File: src/rtl/tmr_rate_pkg.sv
package tmr_rate_pkg;

    typedef struct packed {
        logic use_alt;
        logic double_step;
    } mode_t;

    typedef struct packed {
        logic       strobe;
        logic [1:0] amount;
    } incr_t;

    function automatic logic [1:0] step_size(input logic double_step);
        return double_step ? 2'd2 : 2'd1;
    endfunction

    function automatic logic input_cycle(input mode_t m, input logic alt_tick);
        return m.use_alt ? alt_tick : 1'b1;
    endfunction

endpackage

File: src/rtl/tmr_phase_acc.sv
module tmr_phase_acc #(
    parameter int ACC_W = 32
) (
    input  logic             clk,
    input  logic             rst,
    input  logic             in_cycle,
    input  logic [ACC_W-1:0] rate,
    output logic             tick
);
    localparam logic [ACC_W:0] HALF = (ACC_W+1)'(1) << (ACC_W-1);

    logic [ACC_W-1:0] phase_q;
    logic [ACC_W-1:0] phase_d;
    logic [ACC_W:0]   sum;
    logic [ACC_W:0]   rate_ext;

    always_comb begin
        rate_ext = {1'b0, rate};
        sum      = {1'b0, phase_q} + HALF;
        tick     = 1'b0;
        phase_d  = phase_q;
        if (in_cycle && (rate != '0)) begin
            if (rate_ext <= HALF) begin
                tick = 1'b1;
            end else if (sum >= rate_ext) begin
                tick    = 1'b1;
                phase_d = ACC_W'(sum - rate_ext);
            end else begin
                phase_d = sum[ACC_W-1:0];
            end
        end
    end

    always_ff @(posedge clk) begin
        if (rst) phase_q <= '0;
        else     phase_q <= phase_d;
    end
endmodule

File: src/rtl/tmr_wide_counter.sv
module tmr_wide_counter
    import tmr_rate_pkg::*;
#(
    parameter int CNT_W = 64
) (
    input  logic             clk,
    input  logic             rst,
    input  logic             tick,
    input  logic             double_step,
    output incr_t            incr,
    output logic [CNT_W-1:0] count
);
    logic [1:0] amt;

    assign amt = tick ? step_size(double_step) : 2'd0;

    always_ff @(posedge clk) begin
        if (rst) begin
            count       <= '0;
            incr.strobe <= 1'b0;
            incr.amount <= 2'd0;
        end else begin
            count       <= count + CNT_W'(amt);
            incr.strobe <= tick;
            incr.amount <= amt;
        end
    end
endmodule

File: src/rtl/tmr_rate_prescaler.sv
module tmr_rate_prescaler
    import tmr_rate_pkg::*;
#(
    parameter int ACC_W = 32,
    parameter int CNT_W = 64
) (
    input  logic             clk,
    input  logic             rst,
    input  logic [ACC_W-1:0] rate_i,
    input  logic             use_alt_i,
    input  logic             alt_tick_i,
    input  logic             double_step_i,
    output logic             inc_strobe_o,
    output logic [1:0]       inc_amount_o,
    output logic [CNT_W-1:0] count_o
);
    mode_t mode;
    incr_t incr;
    logic  in_cycle;
    logic  tick;

    assign mode.use_alt     = use_alt_i;
    assign mode.double_step = double_step_i;
    assign in_cycle         = input_cycle(mode, alt_tick_i);

    tmr_phase_acc #(.ACC_W(ACC_W)) u_acc (
        .clk      (clk),
        .rst      (rst),
        .in_cycle (in_cycle),
        .rate     (rate_i),
        .tick     (tick)
    );

    tmr_wide_counter #(.CNT_W(CNT_W)) u_cnt (
        .clk         (clk),
        .rst         (rst),
        .tick        (tick),
        .double_step (mode.double_step),
        .incr        (incr),
        .count       (count_o)
    );

    assign inc_strobe_o = incr.strobe;
    assign inc_amount_o = incr.amount;
endmodule

File: config.mk
export PLATFORM = sky130hd
export DESIGN_NAME = tmr_rate_prescaler
export DESIGN_NICKNAME = d
export VERILOG_FILES = /design/src/rtl/tmr_rate_pkg.sv /design/src/rtl/tmr_phase_acc.sv /design/src/rtl/tmr_wide_counter.sv /design/src/rtl/tmr_rate_prescaler.sv
export SDC_FILE = /design/constraint.sdc
export NUM_CORES = 1
export LEC_CHECK = 0
export BUFFER_PORTS_ARGS = -buffer_cell sky130_fd_sc_hd__buf_2
export CAP_MARGIN = 5
export CORE_MARGIN = 5
export CORE_UTILIZATION = 52
export DETAILED_ROUTE_END_ITERATION = 8
export GPL_ROUTABILITY_DRIVEN = 0
export PLACE_DENSITY = 0.78
export SLEW_MARGIN = 20
export SYNTH_ARGS = -nofsm -noshare
export SYNTH_HDL_FRONTEND = slang
export SYNTH_SLANG_ARGS = --single-unit
File: constraint.sdc
create_clock -name clk -period 4.2 [get_ports clk]
set_clock_uncertainty 0.05 [all_clocks]
set_input_delay 0.21 -clock clk [delete_from_list [all_inputs] [get_ports clk]]
set_output_delay 0.21 -clock clk [all_outputs]
set_load 0.03 [all_outputs]
* Yosys cells after proc, flatten, opt, wreduce, memory -nomap -nowiden
Cells that the tools add are included.
** Cells by class
- Add/sub/neg operators :: 3
- $lt $le $gt $ge :: 2
- Mux-type cells :: 7
- Bitwise gates (word level) :: 1
- Reduce and logical (&&, ||, !) cells :: 3
** Operators by type and width (count)
- $add A64 B2 Y64 :: 1
- $add A32 B32 Y33 const B :: 1
- $ge A33 B32 Y1 :: 1
- $le A32 B32 Y1 const B :: 1
- $mux W32 :: 1
- $reduce_bool A32 Y1 :: 1
- $sub A32 B32 Y32 :: 1
- $mux W1 :: 4
- $mux W2 :: 2
- $reduce_and A2 Y1 :: 1
- $logic_and A1 B1 Y1 :: 1
- $not A1 Y1 :: 1
** Word-level totals
- Register bits :: 99
- Bits of input ports :: 37
- Output and inout port bits :: 67
- Word-level logic and storage cells :: 20

* Depth between registers and ports, before layout
Gate-level depths: netlist of run 1.
- Word-level depth :: 7
- Mapped depth :: 23

* By module
From an unflattened synthesis of run 1, not the netlist that was laid out.
** Unflattened totals
- Cell total of the unflattened synthesis :: 786
- Area total of the unflattened synthesis :: 6381.1 µm²
** By module, submodules not included
- tmr_wide_counter :: instances 1, cells each 383, area each 3253.1 µm²
- tmr_phase_acc :: instances 1, cells each 402, area each 3121.7 µm²
- tmr_rate_prescaler :: instances 1, cells each 1, area each 6.3 µm²

* Worst setup path after synthesis of run 1
No wires, ideal clock.
- Path type :: reg2reg
- From :: register u_acc.phase_q[12]
- To :: register u_cnt.count[46]
- Library setup time :: 71 ps
- Data arrival time :: 4164 ps
- Path slack :: -84 ps
- Cell stages (with the launch flop) :: 20
- Path buffers :: 1
- Path through :: dfxtp_1 -> ha_1 -> and3_4 -> and4_4 -> a21boi_4 -> or4_4 -> and4_4 -> nor2_1 -> a31oi_1 -> nor2b_1 -> ha_1 -> inv_1 -> fa_1 -> nor2_1 -> and4b_1 -> buf_2 -> nand3_2 -> or2_2 -> or3_1 -> a21oi_1
** On the way
- Cells in the longest elaborated chain, start to end :: 7
** RTL lines
- start: declaration :: RTL line tmr_phase_acc.sv:12 : logic [ACC_W-1:0] phase_q;
- start signal: assignment :: RTL line tmr_phase_acc.sv:36 : else phase_q <= phase_d;
- $add A32 B32 Y33 :: RTL line tmr_phase_acc.sv:19 : sum = {1'b0, phase_q} + HALF;
- $ge A33 B32 Y1 :: RTL line tmr_phase_acc.sv:25 : end else if (sum >= rate_ext) begin
- $mux W1 :: RTL line tmr_phase_acc.sv:25
- $mux W1 :: RTL line tmr_phase_acc.sv:23 : if (rate_ext <= HALF) begin
- $mux W1 :: RTL line tmr_phase_acc.sv:22 : if (in_cycle && (rate != '0)) begin
- $mux W2 :: RTL line tmr_wide_counter.sv:15 : assign amt = tick ? step_size(double_step) : 2'd0;
- via u_cnt.amt[0] :: RTL line tmr_wide_counter.sv:13 : logic [1:0] amt;
- $add A64 B2 Y64 :: RTL line tmr_wide_counter.sv:23 : count <= count + CNT_W'(amt);
- end signal: assignment :: RTL line tmr_wide_counter.sv:23
- end: declaration :: RTL line tmr_wide_counter.sv:11 : output logic [CNT_W-1:0] count
The timed path passes the listed nets, and every way through them passes these cells.
A chain may end at the register's enable or synchronous reset.

* Worst setup path after layout of run 1
- From :: register u_acc.phase_q[6]
- To :: register u_cnt.count[36]
Same word-level chain as after synthesis.

==> metrics.md, run 1 <==
| Metric | Value |
|---|---|
| EDFF count, synth | 0 |
| Slew headroom | 0.382 |
| Top delay family on crit path | simple AND/OR/NAND/NOR gates |
| Drc violations | 0 |
| Initial Util | 0.526 |
| Slowest Stage Delay on Critical Path | around 500 ps |
| Largest net degree at the start of global routing | 53 |
| Hold Path Stages | 2 |
| GRT Total Usage | 0.221 |
| Critical path arrival | 4150 ps |
| First-pass GRT wire length | 26100 um |
| # nets final | 998 |
| # diodes | 0 |
| Via count | 6006 |
| Setup TNS | 0 ps |
| Share of cells above drive strength 1 | 0.228 |
| Final Cell Area | 7620 um^2 |
| Critical-path maximum fanout | 6 |
| Post-Syn Instances | 792 |
| Max-slew violation count | 0 |
| Top cells by area, synth | dfxtp_1, ha_1, nor2_1, xor2_1, nand2_1 |
| Max Cap Viol | 0 |
| CP Launch Type | flip-flop |
| Netlist cell types | 68 |
| Clock-pin slew on the worst setup and hold paths | 70 ps |
| WL/cell | 14.8 um |
| Post-synth top area share | 0.318 |
| TritonCTS Buffers | 9 |
| Outcome | complete, no violations |
| Post-DP Area | 7210 um^2 |
| Die ar. | roughly 14000 um^2 |
| IO buf count | 103 |
| Peak VDD IR | 234 uV |
| # fillers | around 1100 |
| Utilization after layout | 0.642 |
| Row cnt | 40 |
| CP Depth | 21 |
| Type of the worst setup path | reg -> reg |
| Vias/cell | approximately 5.6 |
| Core ar. | 11900 um^2 |
| Drt initial violations | about 330 |
| Pre-antenna DRT Iters | 4 |
| CP Cell Sequence | ha_1 -> buf_4 -> nand3_1 -> nand2_1 -> a32o_1 -> or4_4 -> and4_4 -> nor2_4 -> a31oi_4 -> nor2b_2 -> ha_1 -> inv_1 -> fa_2 -> nor2_2 -> and4b_1 -> buf_4 -> nand3_1 -> nor2_2 -> and3_1 -> xnor2_1 -> nor2_1 |
| Buffers & Inverters on Critical Path | 3 |
| H-tree depth | 3 |
| Clock Tree Buf Depth | 2 |
| Area Growth Syn to Fin | 22.2% |
| Die span in x | ~120 um |
| RSZ-0062 raised after global routing | no |
| DPL Wire Length | 12000 um |
| Fin. Hold Viols | 0 |
| Setup crit end kind | flip-flop |
| Clk_lat worst skew | 350 ps |
| Die Y | 120 um |
| Critical Path RT | approximately 4400 ps |
| Net count of the mapped netlist | 866 |
| Post-Route WL | 15900 um |
| Grt ovf | 0 |
| Seq cells post-synth | 99 |
| Register-to-Register Path Depth | 21 |
| Cts hold-fix bufs | 0 |
| Slowest CP cell | or4_4 |
| Vias in the first global route | 5656 |
| Ports | 104 |
| PwrDens | around 310 nW/um^2 |
| Leakage | 3.39 nW |
| Async set-reset flop share out of synthesis | 0 |
| ANT nets after route | 0 |
| CTS tree | yes |
| Initial antenna violation count | 0 |
| Yosys top cell by area | dfxtp_1 |
| Setup-failing EPs final | 0 |
| Avg Cell Area, Syn | ~7.9 um^2 |
| Final period util | 0.943 |
| Mapped Area | a little over 6000 um^2 |
| Top achievable clock speed | 0.253 GHz |
| Tmin final | around 4000 ps |
| Slew @ Worst Pin | approximately 900 ps |
| Synth warn | 0 |
| Most used flip-flop cell after synthesis | dfxtp_1 |
| Hold crit path type | in -> reg |
| Clk sink count | 99 |
| Sequential area share after synthesis | 0.318 |
| CTS root buf | clkbuf_16 |
[cells in the final DEF, fill, tap and decap left out, types with 3 or more instances in the layout]
cell type,netlist,final
buf_2,4,103
dfxtp_1,99,99
nor2_1,95,90
nand2_1,90,89
a21oi_1,62,61
buf_4,1,44
inv_1,43,43
xor2_1,40,40
o21ai_0,39,38
nand3_1,32,31
ha_1,35,29
xnor2_1,27,27
or3_1,16,16
and3_1,15,14
nand4_1,14,14
nor3_1,13,12
a21o_1,11,11
mux2i_1,9,9
clkbuf_16,0,9
nor4_1,8,8
nand3b_1,8,8
and2_1,8,7
o21a_1,7,7
a211oi_1,7,7
a31oi_1,8,7
o31ai_1,6,6
and4_1,6,6
nor2b_1,6,5
nor2_2,0,4
nand2b_1,4,4
or4_1,4,4
or2_2,5,4
ha_4,0,4
nand3_2,2,3
o21bai_1,3,3
nor4_4,3,3
a21boi_0,3,3
[layout make-up]
class / count / area (um^2) / share of cell area
inverter: 43 / 161 / 0.0212
tap: 147 / 184 / 0.0241
sequential: 99 / 1980 / 0.260
clock inverter: 6 / 71.3 / 0.00936
timing repair buffer: 149 / 886 / 0.116
clock buffer: 10 / 229 / 0.0301
multi-input combinational: 622 / 4110 / 0.539
[state kept, by name, summed over array words and instances, names as in the netlist]
signal	cells
u_cnt.count	64
u_acc.phase_q	32
u_cnt.incr	3
[logic make-up (layout without fill, tap and decap cells)]
kind of cell / after synthesis / after routing / synth area share
and+or+nand+nor: 341 / 341 / 0.279
adders and majority gates: 37 / 37 / 0.0766
muxes: 9 / 9 / 0.0144
buffers and inverters: 71 / 208 / 0.0467
AOI/OAI and AO/OA: 168 / 168 / 0.171
DFF: 99 / 99 / 0.318
xor gates and xnor gates: 67 / 67 / 0.0941
[repair_timing]
item | CTS | global route
hold endpoints to repair | 0 | 0
gates resized for setup | 1 | 22
setup buffers | 0 | 1
pin swaps | 0 | 5
setup endpoints to repair | 10 | 28
[report_power, final]
| part | leakage, nW | internal, W | switching, W |
|---|---|---|---|
| logic | 2.44 | 0.000244 | 0.000309 |
| clock network | 0.145 | 0.000469 | 0.000382 |
| registers | 0.802 | 0.000971 | 0.0000213 |
| total | 3.39 | 0.00168 | 0.000713 |
[path summary, 6_finish.rpt]
path / endpoint / slack, ps / startpoint
setup / recovery: u_cnt.count[36] / 240 / u_acc.phase_q[6]
hold / removal: u_cnt.incr[0] / 40 / double_step_i
setup reg to reg: u_cnt.count[36] / 240 / u_acc.phase_q[6]
hold reg to reg: u_acc.phase_q[26] / 410 / u_acc.phase_q[26]
[stage by stage]
| stage | worst slack (ps) | std cells | total power, W | hold WS (ps) |
|---|---|---|---|---|
| after global routing | 4.95 | 1076 | 0.00251 | 49.9 |
| after CTS | 0.773 | 1075 | 0.00239 | 30.5 |
| final | 240 | 1076 | 0.00240 | 43.5 |
| after global placement | 23.5 | 1059 | 0.00154 | 394 |
| after floorplan | 6.84 | 792 | 0.00139 | 232 |
| after detailed placement | -112 | 1059 | 0.00155 | 399 |
[cell usage after synthesis (all sizes together), types with 2 or more instances]
cell,count
dfxtp,99
nor2,95
nand2,91
a21oi,63
inv,43
o21ai,40
xor2,40
ha,35
nand3,34
xnor2,27
clkbuf,21
and3,16
or3,16
nand4,15
nor3,14
a21o,11
nor4,11
a211oi,9
mux2i,9
a31oi,8
and2,8
and4,8
nand3b,8
buf,7
o21a,7
o31ai,7
nor2b,6
nand2b,5
o21bai,5
or2,5
or4,5
a21boi,4
a211o,2
a221o,2
fa,2
[metal layers]
layer  up-vias  GRT usage  wire length (um)
li1       3049          -                 -
met1      2807      0.288              7490
met2       132      0.375              7500
met3        18     0.0368               656
met4         0     0.0723               267
met5         -          0                 0
Power figures use the tool's default switching activity.
==> run 2, diff against run 1 <==
CORE_ASPECT_RATIO = 1.5   (was unset)
CORE_MARGIN = unset   (was 5)
==> run 2 against run 1 <==
Utilization is 1.1 points higher. Register-to-register slack worse by 50 ps. Design area is 0.64% lower. Clock power is 2% lower. Via count is 0.33% higher. Critical path type unchanged. Sequential cell count stayed put.
==> metrics.md, run 2 (same netlist as run 1, synthesis figures left out) <==
| Metric | Value |
|---|---|
| CTS tree | yes |
| Peak VDD IR | 214 uV |
| Clk sink count | 99 |
| Initial antenna violation count | 0 |
| Outcome | complete, no violations |
| First-pass GRT wire length | 25400 um |
| Final period util | 0.955 |
| Final Cell Area | 7570 um^2 |
| Drc violations | 0 |
| Slowest CP cell | dfxtp_2 |
| Slew headroom | 0.486 |
| Post-Route WL | 15900 um |
| Via count | 6026 |
| Max-slew violation count | 0 |
| Final Instance Count excl. Fillers | 1076 |
| Critical path arrival | 4170 ps |
| # fillers | 1024 |
| WL/cell | 14.8 um |
| Die span in x | ~91 um |
| Area Growth Syn to Fin | 21.4% |
| IO buf count | 103 |
| Largest register FFs | 64 |
| Slew @ Worst Pin | 771 ps |
| Fin. Hold Viols | 0 |
| Vias/cell | 5.60 |
| Row cnt | 48 |
| Critical Path RT | between 4000 and 5000 ps |
| Post-DP Area | 7160 um^2 |
| Vias in the first global route | 5547 |
| CP Cell Sequence | ha_4 -> and3_4 -> and4_4 -> a21boi_4 -> or4_4 -> and4_4 -> nor2_2 -> a31oi_2 -> nor2b_1 -> ha_2 -> inv_1 -> fa_2 -> nor2_2 -> and4b_1 -> nand3_2 -> nor4_4 -> buf_4 -> nand2_1 -> xor2_1 -> nor2_1 |
| # nets final | 995 |
| Largest registers in the final layout | u_cnt.count (64), u_acc.phase_q (32), u_cnt.incr (3) |
| Die Y | 136 um |
| H-tree depth | 3 |
| Hold crit path type | in -> reg |
| Critical-path maximum fanout | 7 |
| DPL Wire Length | 12000 um |
| Type of the worst setup path | reg -> reg |
| FF-to-FF setup slack | roughly 190 ps |
| Tmin final | 4010 ps |
| Grt ovf | 0 |
| Clock-pin slew on the worst setup and hold paths | 80 ps |
| Most frequent cells in the layout | buf_2, dfxtp_1, nor2_1, nand2_1, a21oi_1 |
| Setup crit end kind | flip-flop |
| Die ar. | 12400 um^2 |
| Max Cap Viol | 0 |
| Clk_lat worst skew | 350 ps |
| Largest net degree at the start of global routing | between 50 and 60 |
| Placed Instances | 1056 |
| PwrDens | between 300 and 400 nW/um^2 |
| Utilization after layout | 0.653 |
| TritonCTS Buffers | 9 |
| Setup-failing EPs final | 0 |
| # diodes | 0 |
| CTS root buf | clkbuf_16 |
| Top achievable clock speed | 0.249 GHz |
| Initial Util | 0.538 |
| Pre-CTS WS | -23.9 ps |
| Clock Tree Buf Depth | 2 |
| Setup TNS | 0 ps |
| Share of cells above drive strength 1 | 0.230 |
| Ports | 104 |
| Largest Register | u_cnt.count |
| ANT nets after route | 0 |
| CP Launch Type | flip-flop |
| Slowest Stage Delay on Critical Path | between 300 and 400 ps |
| Leakage | 3.37 nW |
| Commonest non-fill, non-tap cell in the layout | buf_2 |
| GRT Total Usage | 0.255 |
| Fin worst setup slack | 188 ps |
| Drt initial violations | 269 |
| Core ar. | 11600 um^2 |
| Pre-antenna DRT Iters | 7 |
-- run 2: cell types whose count changed in the layout (fill, tap and decap cells not counted), sizes merged --
| cell | before | now |
|---|---|---|
| bufinv | 1 | 0 |
| clkinvlp | 1 | 2 |
| buf | 149 | 146 |
| inv | 45 | 46 |
| clkinv | 2 | 1 |
-- run 2: final timing paths --
check,startpoint,cells after the start,to
min,double_step_i,2,u_cnt.incr[0]
max reg2reg,u_acc.phase_q[7],20,u_cnt.count[62]
min reg2reg,u_acc.phase_q[17],2,u_acc.phase_q[17]
max,u_acc.phase_q[7],20,u_cnt.count[62]
-- run 2: layout make-up --
cell class,count,area (um^2),area share
Multi-Input combinational cell,622,4090,0.540
Sequential cell,99,1980,0.262
Timing Repair Buffer,146,851,0.112
Clock buffer,10,239,0.0316
Tap cell,150,188,0.0248
Inverter,43,161,0.0213
Clock inverter,6,55.1,0.00727
-- run 2: what timing repair did --
| item | 4_1_cts | 5_1_grt |
|---|---|---|
| hold buffers | 0 | 0 |
| hold endpoints to repair | 0 | 0 |
| setup buffers | 0 | 4 |
| pin swaps | 1 | 6 |
| endpoints found under the setup margin | 2 | 24 |
| gates resized for setup | 1 | 23 |
-- run 2: critical path, delay by kind of cell, from the launching register on --
| kind | cells | cell delay (ps) |
|---|---|---|
| AO/OA/AOI/OAI | 2 | 380 |
| adder cells (fa/ha/maj) | 3 | 830 |
| AND/OR/NAND/NOR | 12 | 1890 |
| flip-flops | 1 | 340 |
| XOR/XNOR | 1 | 140 |
| buffers and inverters | 2 | 240 |
-- run 2: stage by stage --
step	power [W]	hold WS (ps)
global placement	0.00153	392
global route	0.00249	39.9
detailed placement	0.00154	389
finish	0.00238	37.7
CTS	0.00237	19.9
floorplan	0.00139	232
-- run 2: where the power goes --
group	internal, W	leakage [nW]	switching [W]
sequential	0.000972	0.803	0.0000213
clock	0.000430	0.139	0.000401
combinational	0.000242	2.43	0.000311
-- run 2: layer usage --
layer,part of all wire,global-route usage
met2,0.50,0.452
met1,0.41,0.288
met3,0.046,0.0436
met4,0.038,0.140
met5,0,0
==> run 3, diff against run 2 <==
MAX_ROUTING_LAYER = met4   (was unset)
==> run 3 against run 2 <==
Clock power barely moved. Design area did not move. Count of clock-buffer cells in the layout did not move. Sequential share of layout area did not move. Combinational power barely moved. Worst hold slack barely moved. Critical path depth did not move. Worst setup slack improved by 4.2 ps. Non-clock buffer count did not move. Utilization did not move. Wire length fell by 0.25%. Highest routed layer unchanged.
==> metrics.md, run 3 (same netlist as run 1, synthesis figures left out) <==
| Metric | Value |
|---|---|
| Outcome | complete, no violations |
| # diodes | 0 |
| Drc violations | 0 |
| Tmin final | around 4000 ps |
| Area of the multi-input gates | 4090 um^2 |
| Initial antenna violation count | 0 |
| Buffers & Inverters on Critical Path | 2 |
| Leakage | 3.37 nW |
| Setup crit end kind | flip-flop |
| Max-slew violation count | 0 |
| Hold crit path type | in -> reg |
| Die Y | 136 um |
| Most frequent cells in the layout | buf_2, dfxtp_1, nor2_1, nand2_1, a21oi_1 |
| IO buf count | a little over 100 |
| Area Growth Syn to Fin | 21.4% |
| Slew @ Worst Pin | 759 ps |
| Slowest CP cell | dfxtp_2 |
| Peak VDD IR | between 200 and 250 uV |
| Critical-path maximum fanout | 7 |
| Clk sink count | just under 100 |
| Initial Util | 0.538 |
| Fin. Hold Viols | 0 |
| Post-Route WL | 15800 um |
| Final period util | 0.954 |
| Max Cap Viol | 0 |
| Slew headroom | 0.494 |
| Slowest Stage Delay on Critical Path | about 340 ps |
| Die span in x | approximately 90 um |
| Cts hold-fix bufs | 0 |
| ANT nets after route | 0 |
| Drt initial violations | 252 |
| Grt ovf | 0 |
| Commonest non-fill, non-tap cell in the layout | buf_2 |
| # nets final | 995 |
| Clk_lat worst skew | 350 ps |
| Worst R2R Start | u_acc.phase_q[7] |
| Hold WS | 37.3 ps |
| Clock Tree Buf Depth | 2 |
| Largest registers in the final layout | u_cnt.count (64), u_acc.phase_q (32), u_cnt.incr (3) |
| GRT Total Usage | 0.262 |
| # fillers | 1024 |
| Vias in the first global route | 5565 |
| Largest net degree at the start of global routing | 58 |
| Top delay family on crit path | simple AND/OR/NAND/NOR gates |
| PwrDens | between 300 and 400 nW/um^2 |
| Critical path arrival | 4170 ps |
| CP Launch Type | flip-flop |
| H-tree depth | 3 |
| First-pass GRT wire length | roughly 25000 um |
| Final Instance Count excl. Fillers | ~1100 |
| Placed Instances | about 1100 |
| Largest register FFs | 64 |
| Die ar. | roughly 12000 um^2 |
| Ports | 104 |
| Min-Delay Startpoint | double_step_i |
| CTS root buf | clkbuf_16 |
| Largest Register | u_cnt.count |
| WL/cell | 14.7 um |
| Critical Path RT | 4360 ps |
| CTS tree | yes |
| DPL Wire Length | about 12000 um |
| Top achievable clock speed | 0.250 GHz |
| TritonCTS Buffers | 9 |
| Register area | 1980 um^2 |
| Type of the worst setup path | reg -> reg |
| Vias/cell | around 5.6 |
| Critical path origin | u_acc.phase_q[7] |
| CP Cell Sequence | ha_4 -> and3_4 -> and4_4 -> a21boi_4 -> or4_4 -> and4_4 -> nor2_2 -> a31oi_2 -> nor2b_1 -> ha_2 -> inv_1 -> fa_2 -> nor2_2 -> and4b_1 -> nand3_2 -> nor4_4 -> buf_4 -> nand2_1 -> xor2_1 -> nor2_1 |
| Pre-antenna DRT Iters | 5 |
| Clock-pin slew on the worst setup and hold paths | 80 ps |
| Setup-failing EPs final | 0 |
| Via count | 6012 |
| Core ar. | 11600 um^2 |
| Share of cells above drive strength 1 | 0.230 |
| Row cnt | 48 |
==> run 3: layer usage <==
metal	track usage	share of wire	vias to the layer above
met3	0.0391	0.045	51
met4	0.140	0.036	0
li1	-	-	3028
met2	0.453	0.51	195
met1	0.291	0.41	2738
met5	-	0	-
==> run 3: worst paths after layout <==
kind / end / slack (ps) / depth (start not counted)
setup / recovery: u_cnt.count[62] / 190 / 20
hold reg to reg: u_acc.phase_q[17] / 410 / 2
setup reg to reg: u_cnt.count[62] / 190 / 20
hold / removal: u_cnt.incr[0] / 40 / 2
==> run 3: metrics by stage <==
stage	util	total power, W	area (um^2)	setup slack (ps)	setup TNS (ps)
4_1_cts	0.643	0.00237	7450	34.9	0
5_1_grt	0.653	0.00249	7570	-23.2	-83.3
3_5_place_dp	0.617	0.00154	7160	-23.9	-23.9
3_3_place_gp	0.617	0.00153	7160	64.5	0
6_report	0.653	0.00238	7570	192	0
2_1_floorplan	-	0.00139	6280	6.84	0
==> run 3: area by class of cell <==
cell class,instances,share of cell area
Clock buffer,10,0.0316
Clock inverter,6,0.00727
Inverter,43,0.0213
Timing Repair Buffer,146,0.112
Tap cell,150,0.0248
Sequential cell,99,0.262
Multi-Input combinational cell,622,0.540
==> run 3: power breakdown <==
| group | total (W) | internal [W] | switching, W |
|---|---|---|---|
| combinational | 0.000552 | 0.000242 | 0.000311 |
| sequential | 0.000993 | 0.000972 | 0.0000214 |
| clock | 0.000832 | 0.000430 | 0.000402 |
| total | 0.00238 | 0.00164 | 0.000734 |
==> run 3: worst register-to-register path, stage by stage (launching register included) <==
cell      delay (ps)
dfxtp_2          340
ha_4             290
and3_4           200
and4_4           230
a21boi_4         190
or4_4            140
and4_4           230
nor2_2            60
a31oi_2          190
nor2b_1          170
ha_2             190
inv_1             50
fa_2             340
nor2_2           100
and4b_1          250
nand3_2          120
nor4_4           270
buf_4            190
nand2_1           70
xor2_1           140
nor2_1            60
==> run 3: what timing repair did <==
| action | 4_1_cts | 5_1_grt |
|---|---|---|
| resized for setup | 1 | 23 |
| endpoints found under the setup margin | 2 | 24 |
| endpoints found under the hold margin | 0 | 0 |
| setup buffers | 0 | 4 |
| pin swaps | 1 | 7 |
